--- config.mk ---
export PLATFORM = sky130hd
export DESIGN_NAME = ftx_vshift_seq
export DESIGN_NICKNAME = d
export VERILOG_FILES = /design/src/rtl/ftx_pkg.sv /design/src/rtl/ftx_phase_gen.sv /design/src/rtl/ftx_tick_counter.sv /design/src/rtl/ftx_ctrl.sv /design/src/rtl/ftx_vshift_seq.sv
export SDC_FILE = /design/constraint.sdc
export NUM_CORES = 1
export LEC_CHECK = 0
export BUFFER_PORTS_ARGS = -buffer_cell sky130_fd_sc_hd__buf_2
export CORE_ASPECT_RATIO = 1.4
export CORE_MARGIN = 8
export CORE_UTILIZATION = 55
export DETAILED_ROUTE_END_ITERATION = 6
export GPL_TIMING_DRIVEN = 0
export PLACE_DENSITY = 0.75
export SYNTH_ARGS = -nofsm -noshare
export SYNTH_HDL_FRONTEND = slang
export SYNTH_SLANG_ARGS = --single-unit
--- constraint.sdc ---
create_clock -name clk -period 2.9 [get_ports clk]
set_input_delay 0.58 -clock clk [delete_from_list [all_inputs] [get_ports clk]]
set_output_delay 0.58 -clock clk [all_outputs]
set_load 0.05 [all_outputs]
--- src/rtl/ftx_pkg.sv ---
package ftx_pkg;
  typedef enum logic [1:0] {
    MODE_IDLE  = 2'd0,
    MODE_FRAME = 2'd1,
    MODE_LINE  = 2'd2
  } ftx_mode_e;
endpackage

--- src/rtl/ftx_phase_gen.sv ---
// Maps a position inside one transfer period to the level of every phase.
module ftx_phase_gen #(
  parameter int PERIOD = 48,
  parameter int HIGH   = 30,
  parameter int PHASES = 4,
  parameter int PW     = $clog2(PERIOD)
) (
  input  logic [PW-1:0]     pos,
  output logic [PHASES-1:0] lvl
);
  localparam int PW1  = PW + 1;
  localparam int STEP = PERIOD / PHASES;
  localparam logic [PW:0] PER_W  = PW1'(PERIOD);
  localparam logic [PW:0] HIGH_W = PW1'(HIGH);

  for (genvar k = 0; k < PHASES; k++) begin : g_ph
    localparam logic [PW:0] ADD = PW1'(PERIOD - k * STEP);
    logic [PW:0] sum;
    logic [PW:0] rel;
    always_comb begin
      sum = {1'b0, pos} + ADD;
      rel = (sum >= PER_W) ? (sum - PER_W) : sum;
      lvl[k] = (rel < HIGH_W);
    end
  end
endmodule

--- src/rtl/ftx_tick_counter.sv ---
// Position-in-period and period counters, advanced on pixel ticks.
module ftx_tick_counter #(
  parameter int PERIOD = 48,
  parameter int LINES  = 1048,
  parameter int PW     = $clog2(PERIOD),
  parameter int LW     = (LINES > 1) ? $clog2(LINES) : 1
) (
  input  logic          clk,
  input  logic          rst,
  input  logic          clear,
  input  logic          run,
  input  logic          one_line,
  input  logic          tick,
  output logic [PW-1:0] pos,
  output logic          last_tick
);
  localparam logic [PW-1:0] POS_LAST  = PW'(PERIOD - 1);
  localparam logic [LW-1:0] LINE_LAST = LW'(LINES - 1);

  logic [LW-1:0] line_q;
  logic [LW-1:0] limit;
  logic          period_end;

  always_comb begin
    limit      = one_line ? '0 : LINE_LAST;
    period_end = run && tick && (pos == POS_LAST);
    last_tick  = period_end && (line_q == limit);
  end

  always_ff @(posedge clk) begin
    if (rst || clear) begin
      pos    <= '0;
      line_q <= '0;
    end else if (run && tick) begin
      if (period_end) begin
        pos    <= '0;
        line_q <= last_tick ? '0 : line_q + 1'b1;
      end else begin
        pos <= pos + 1'b1;
      end
    end
  end
endmodule

--- src/rtl/ftx_ctrl.sv ---
// Run-mode state: accepts strobes only when idle, frame strobe has priority.
module ftx_ctrl
  import ftx_pkg::*;
(
  input  logic      clk,
  input  logic      rst,
  input  logic      start_frame,
  input  logic      start_line,
  input  logic      last_tick,
  output ftx_mode_e mode,
  output logic      clear,
  output logic      done
);
  always_comb clear = (mode == MODE_IDLE) && (start_frame || start_line);

  always_ff @(posedge clk) begin
    if (rst) begin
      mode <= MODE_IDLE;
      done <= 1'b0;
    end else begin
      done <= 1'b0;
      unique case (mode)
        MODE_IDLE: begin
          if (start_frame)     mode <= MODE_FRAME;
          else if (start_line) mode <= MODE_LINE;
        end
        default: begin
          if (last_tick) begin
            mode <= MODE_IDLE;
            done <= 1'b1;
          end
        end
      endcase
    end
  end
endmodule

--- src/rtl/ftx_vshift_seq.sv ---
module ftx_vshift_seq
  import ftx_pkg::*;
#(
  parameter int PERIOD      = 48,
  parameter int HIGH        = 30,
  parameter int PHASES      = 4,
  parameter int FRAME_LINES = 1048
) (
  input  logic              clk,
  input  logic              rst,
  input  logic              tick,
  input  logic              start_frame,
  input  logic              start_line,
  output logic [PHASES-1:0] img_ph,
  output logic [PHASES-1:0] stor_ph,
  output logic              busy,
  output logic              done
);
  localparam int PW = $clog2(PERIOD);

  ftx_mode_e         mode;
  logic              clear;
  logic              last_tick;
  logic [PW-1:0]     pos_q;
  logic [PHASES-1:0] wave;
  logic [PHASES-1:0] rest;

  ftx_ctrl u_ctrl (
    .clk(clk), .rst(rst), .start_frame(start_frame), .start_line(start_line),
    .last_tick(last_tick), .mode(mode), .clear(clear), .done(done)
  );

  ftx_tick_counter #(.PERIOD(PERIOD), .LINES(FRAME_LINES), .PW(PW)) u_cnt (
    .clk(clk), .rst(rst), .clear(clear), .run(mode != MODE_IDLE),
    .one_line(mode == MODE_LINE), .tick(tick), .pos(pos_q), .last_tick(last_tick)
  );

  ftx_phase_gen #(.PERIOD(PERIOD), .HIGH(HIGH), .PHASES(PHASES), .PW(PW)) u_wave (
    .pos(pos_q), .lvl(wave)
  );

  ftx_phase_gen #(.PERIOD(PERIOD), .HIGH(HIGH), .PHASES(PHASES), .PW(PW)) u_rest (
    .pos('0), .lvl(rest)
  );

  always_comb busy = (mode != MODE_IDLE);

  always_ff @(posedge clk) begin
    if (rst) begin
      img_ph  <= rest;
      stor_ph <= rest;
    end else begin
      unique case (mode)
        MODE_FRAME: begin
          img_ph  <= wave;
          stor_ph <= wave;
        end
        MODE_LINE: begin
          img_ph  <= rest;
          stor_ph <= wave;
        end
        default: begin
          img_ph  <= rest;
          stor_ph <= rest;
        end
      endcase
    end
  end
endmodule

==> out/qor.csv <==
stage;metric;value;unit
sta;slew margin rel.;78.10;%
detailed_routing;final wirelength;3437;microns
run_status;status;completed;
sta;Final period util;88.03;%
sta;final hold slack;0.5010;ns
critical_path;Register-to-Register Path Depth;12;
placement;RePlAce Congestion;0.8361;
synthesis;syn_area_per_cell;8.559;sq um
cts;CTS sink count;28;
synthesis;Primary FF master, synth;dfxtp_1;
sta;fmax;0.3917;GHz
synthesis;share of flip-flops with an asynchronous set or reset;0;%
synthesis;synth warn;0;
layout;area delta synth->final;11.32;%
die;die width;62.56;microns
cts;Reg clk slew, reported paths;0.10;ns
die;I/O pins;15;
detailed_routing;total number of vias;1369;
sta;unrepaired setup endpoints after global routing;no;
cts;cts bufs inserted;3;
die;Core Region;2878;sq um
sta;post-route worst setup slack;0.3471;ns
layout;share of layout cells above drive strength 1;15.02;%
global_routing;initial antenna violation count;0;
sta;Fin Clk Skew;0.005320;ns
sta;final hold vios;0;
cts;CTS root buf;clkbuf_8;
cts;clk_lat worst skew;0.27;ns
critical_path;Critical R2R Launch;u_cnt.pos[4]$_SDFFE_PP0P_;
min_path;Worst Hold Path Cells;2;
detailed_routing;drt first-iter violations;71;
cts;hold buffer count at CTS;0;
cts;buffer levels on the longest clock path;2;
flow_run;Max Cap Viol;0;
layout;post-route design area;1858;sq um
power;Leak;0.0007407;uW
power;Max VDD drop;0.0002602;V
min_path;Hold WC Path Type;register to register;
synthesis;sequential element share of the synthesized area;33.58;%
global_routing;vias in the first global route;1394;
placement;Detailed Place HPWL;2675;microns
synthesis;cell count after synthesis;195;
sta;final setup TNS;0;ns
power;Power Total;758.8;uW
critical_path;CP Max Fanout;10;
sta;fin. max-slew vios;0;
synthesis;synthesized cell area;1669;sq um
layout;most frequent cells in the layout;dfxtp_1, nor2_1, nand2_1, ha_1, buf_2;
layout;Ant. Diodes;0;
layout;final net count;239;
detailed_routing;DRC viols;0;
critical_path;CP Capture Type;register;
placement;Placed Area;1785;sq um
synthesis;Syn Nets;220;
layout;filler instances;241;
global_routing;grt total ovfl;0;
critical_path;register-to-register setup slack;0.35;ns
synthesis;EDFF count, synth;0;
die;Initial Util;58.00;%
layout;leading cell type in the layout, fill and taps excluded;dfxtp_1;
critical_path;Critical Path RT;3.06;ns
critical_path;Worst setup SP type;register;
die;die area;5079;sq um
synthesis;Cell variety after synth;44;
global_routing;first-pass GRT wire length;5830;microns
global_routing;Tot GR Track Use;13.74;%
detailed_routing;DRT antenna net count;0;
min_path;worst hold endpoint;u_ctrl.mode[1]$_SDFFE_PP0P_;
sta;final setup fails;0;
global_routing;largest net degree at the start of global routing;17;
placement;I/O Buffers;14;
critical_path;WS Path Type;register to register;
critical_path;RR Endpoint;stor_ph[2]$_SDFF_PP1_;
detailed_routing;drt first pass iters;4;
sta;crit path time final;2.553;ns
min_path;Hold Path Origin;u_ctrl.mode[1]$_SDFFE_PP0P_;
placement;pre-CTS setup slack;0.1403;ns
die;Chip Height;81.18;microns
cts;CTS tree;yes;
synthesis;FF+latch count, synth;28;
detailed_routing;DR vias/cell;5.476;
detailed_routing;drt wl/cell;13.75;microns
cts;Max H-tree Level;1;
critical_path;crit path DAT;2.71;ns
power;Cell Pwr Density;408.4;nW/um^2
sta;Slew @ Worst Pin;0.3255;ns
die;row cnt;23;
## final cells by class
class                           instances  area, sq um  area share (%)
Buffer                                  6        45.04           2.424
Clock buffer                            3        41.29           2.222
Clock inverter                          1        30.03           1.616
Inverter                               14        52.55           2.828
Multi-Input combinational cell        147         1012           54.48
Sequential cell                        28        560.5           30.17
Tap cell                               37        46.29           2.492
Timing Repair Buffer                   14        70.07           3.771
## cells by family (layout without fill, tap and decap cells)
family	after synthesis	in the layout	share of synthesized area, %
simple gates	86	86	26.69
flops	28	28	33.58
compound gates	23	23	9.446
fa+ha+maj	20	20	14.99
buf+inv	20	38	5.771
xor+xnor	17	17	8.920
mux	1	1	0.5997
## worst max path at each step
| stage | start | endpoint | slack (ns) |
|---|---|---|---|
| after CTS | u_cnt.pos[4]$_SDFFE_PP0P_ | stor_ph[2]$_SDFF_PP1_ | 0.12 |
| final | u_cnt.pos[4]$_SDFFE_PP0P_ | stor_ph[2]$_SDFF_PP1_ | 0.35 |
| after global routing | u_cnt.pos[4]$_SDFFE_PP0P_ | stor_ph[2]$_SDFF_PP1_ | 0.10 |
| after global placement | u_cnt.pos[4]$_SDFFE_PP0P_ | stor_ph[2]$_SDFF_PP1_ | 0.31 |
| after detailed placement | u_cnt.pos[4]$_SDFFE_PP0P_ | stor_ph[2]$_SDFF_PP1_ | 0.14 |
| after floorplan | u_cnt.pos[4]$_SDFFE_PP0P_ | stor_ph[2]$_SDFF_PP1_ | 0.58 |
## metrics by stage
stage | utilization [%] | cells
6_report | 64.57 | 250
5_1_grt | 64.57 | 250
4_1_cts | 64.52 | 250
3_5_place_dp | 62.04 | 246
3_3_place_gp | 62.04 | 246
2_1_floorplan | - | 195
## cell usage after synthesis (2+ instances only)
master    number  area [sq um]
dfxtp_1       28         560.5
nor2_1        25         93.84
ha_1          20         250.2
nand2_1       20         75.07
inv_1         14         52.55
xnor2_1       11         96.34
a21oi_1        9         45.04
nand3_1        9         45.04
xor2_1         6         52.55
nand4_1        4         25.02
nor2b_1        4         25.02
nor3_1         4         20.02
o21ai_0        4         20.02
nand2b_1       3         18.77
and3_1         2         12.51
buf_6          2         22.52
nor3b_1        2         15.01
nor4_1         2         12.51
## flip-flops by register name, summed over array words and instances (netlist names)
signal,cells
u_ctrl.done,1
u_cnt.line_q,11
stor_ph,4
img_ph,4
u_ctrl.mode,2
u_cnt.pos,6
## power breakdown
| part | internal, uW | leakage (uW) | switching, uW | total, uW |
|---|---|---|---|---|
| clock | 185 | 0.0000357 | 120 | 304 |
| combinational | 24.0 | 0.000479 | 39.6 | 63.7 |
| sequential | 388 | 0.000226 | 3.09 | 391 |
## routing by layer
metal | track usage [%] | up-vias | part of all wire (%) | wire (microns)
li1 | - | 695 | - | -
met1 | 13.14 | 653 | 41 | 1393
met2 | 27.93 | 13 | 55 | 1905
met3 | 1.788 | 8 | 1.4 | 49
met4 | 7.323 | 0 | 2.6 | 89
met5 | 0 | - | 0 | 0
## critical path, stage by stage (launching register included)
cell	delay (ns)
dfxtp_1	0.44
clkbuf_2	0.27
inv_1	0.19
ha_1	0.23
xor2_1	0.22
inv_1	0.09
ha_1	0.19
ha_1	0.17
nand3_1	0.10
nand2_1	0.08
o21ai_0	0.17
a22o_1	0.21
nand2_1	0.06
## what timing repair did
| item | in CTS | in global routing |
|---|---|---|
| buffers inserted | 0 | 0 |
| setup endpoints to repair | 0 | 2 |
| resized for setup | 0 | 2 |
Note: power is estimated with default switching activity, not from simulation.
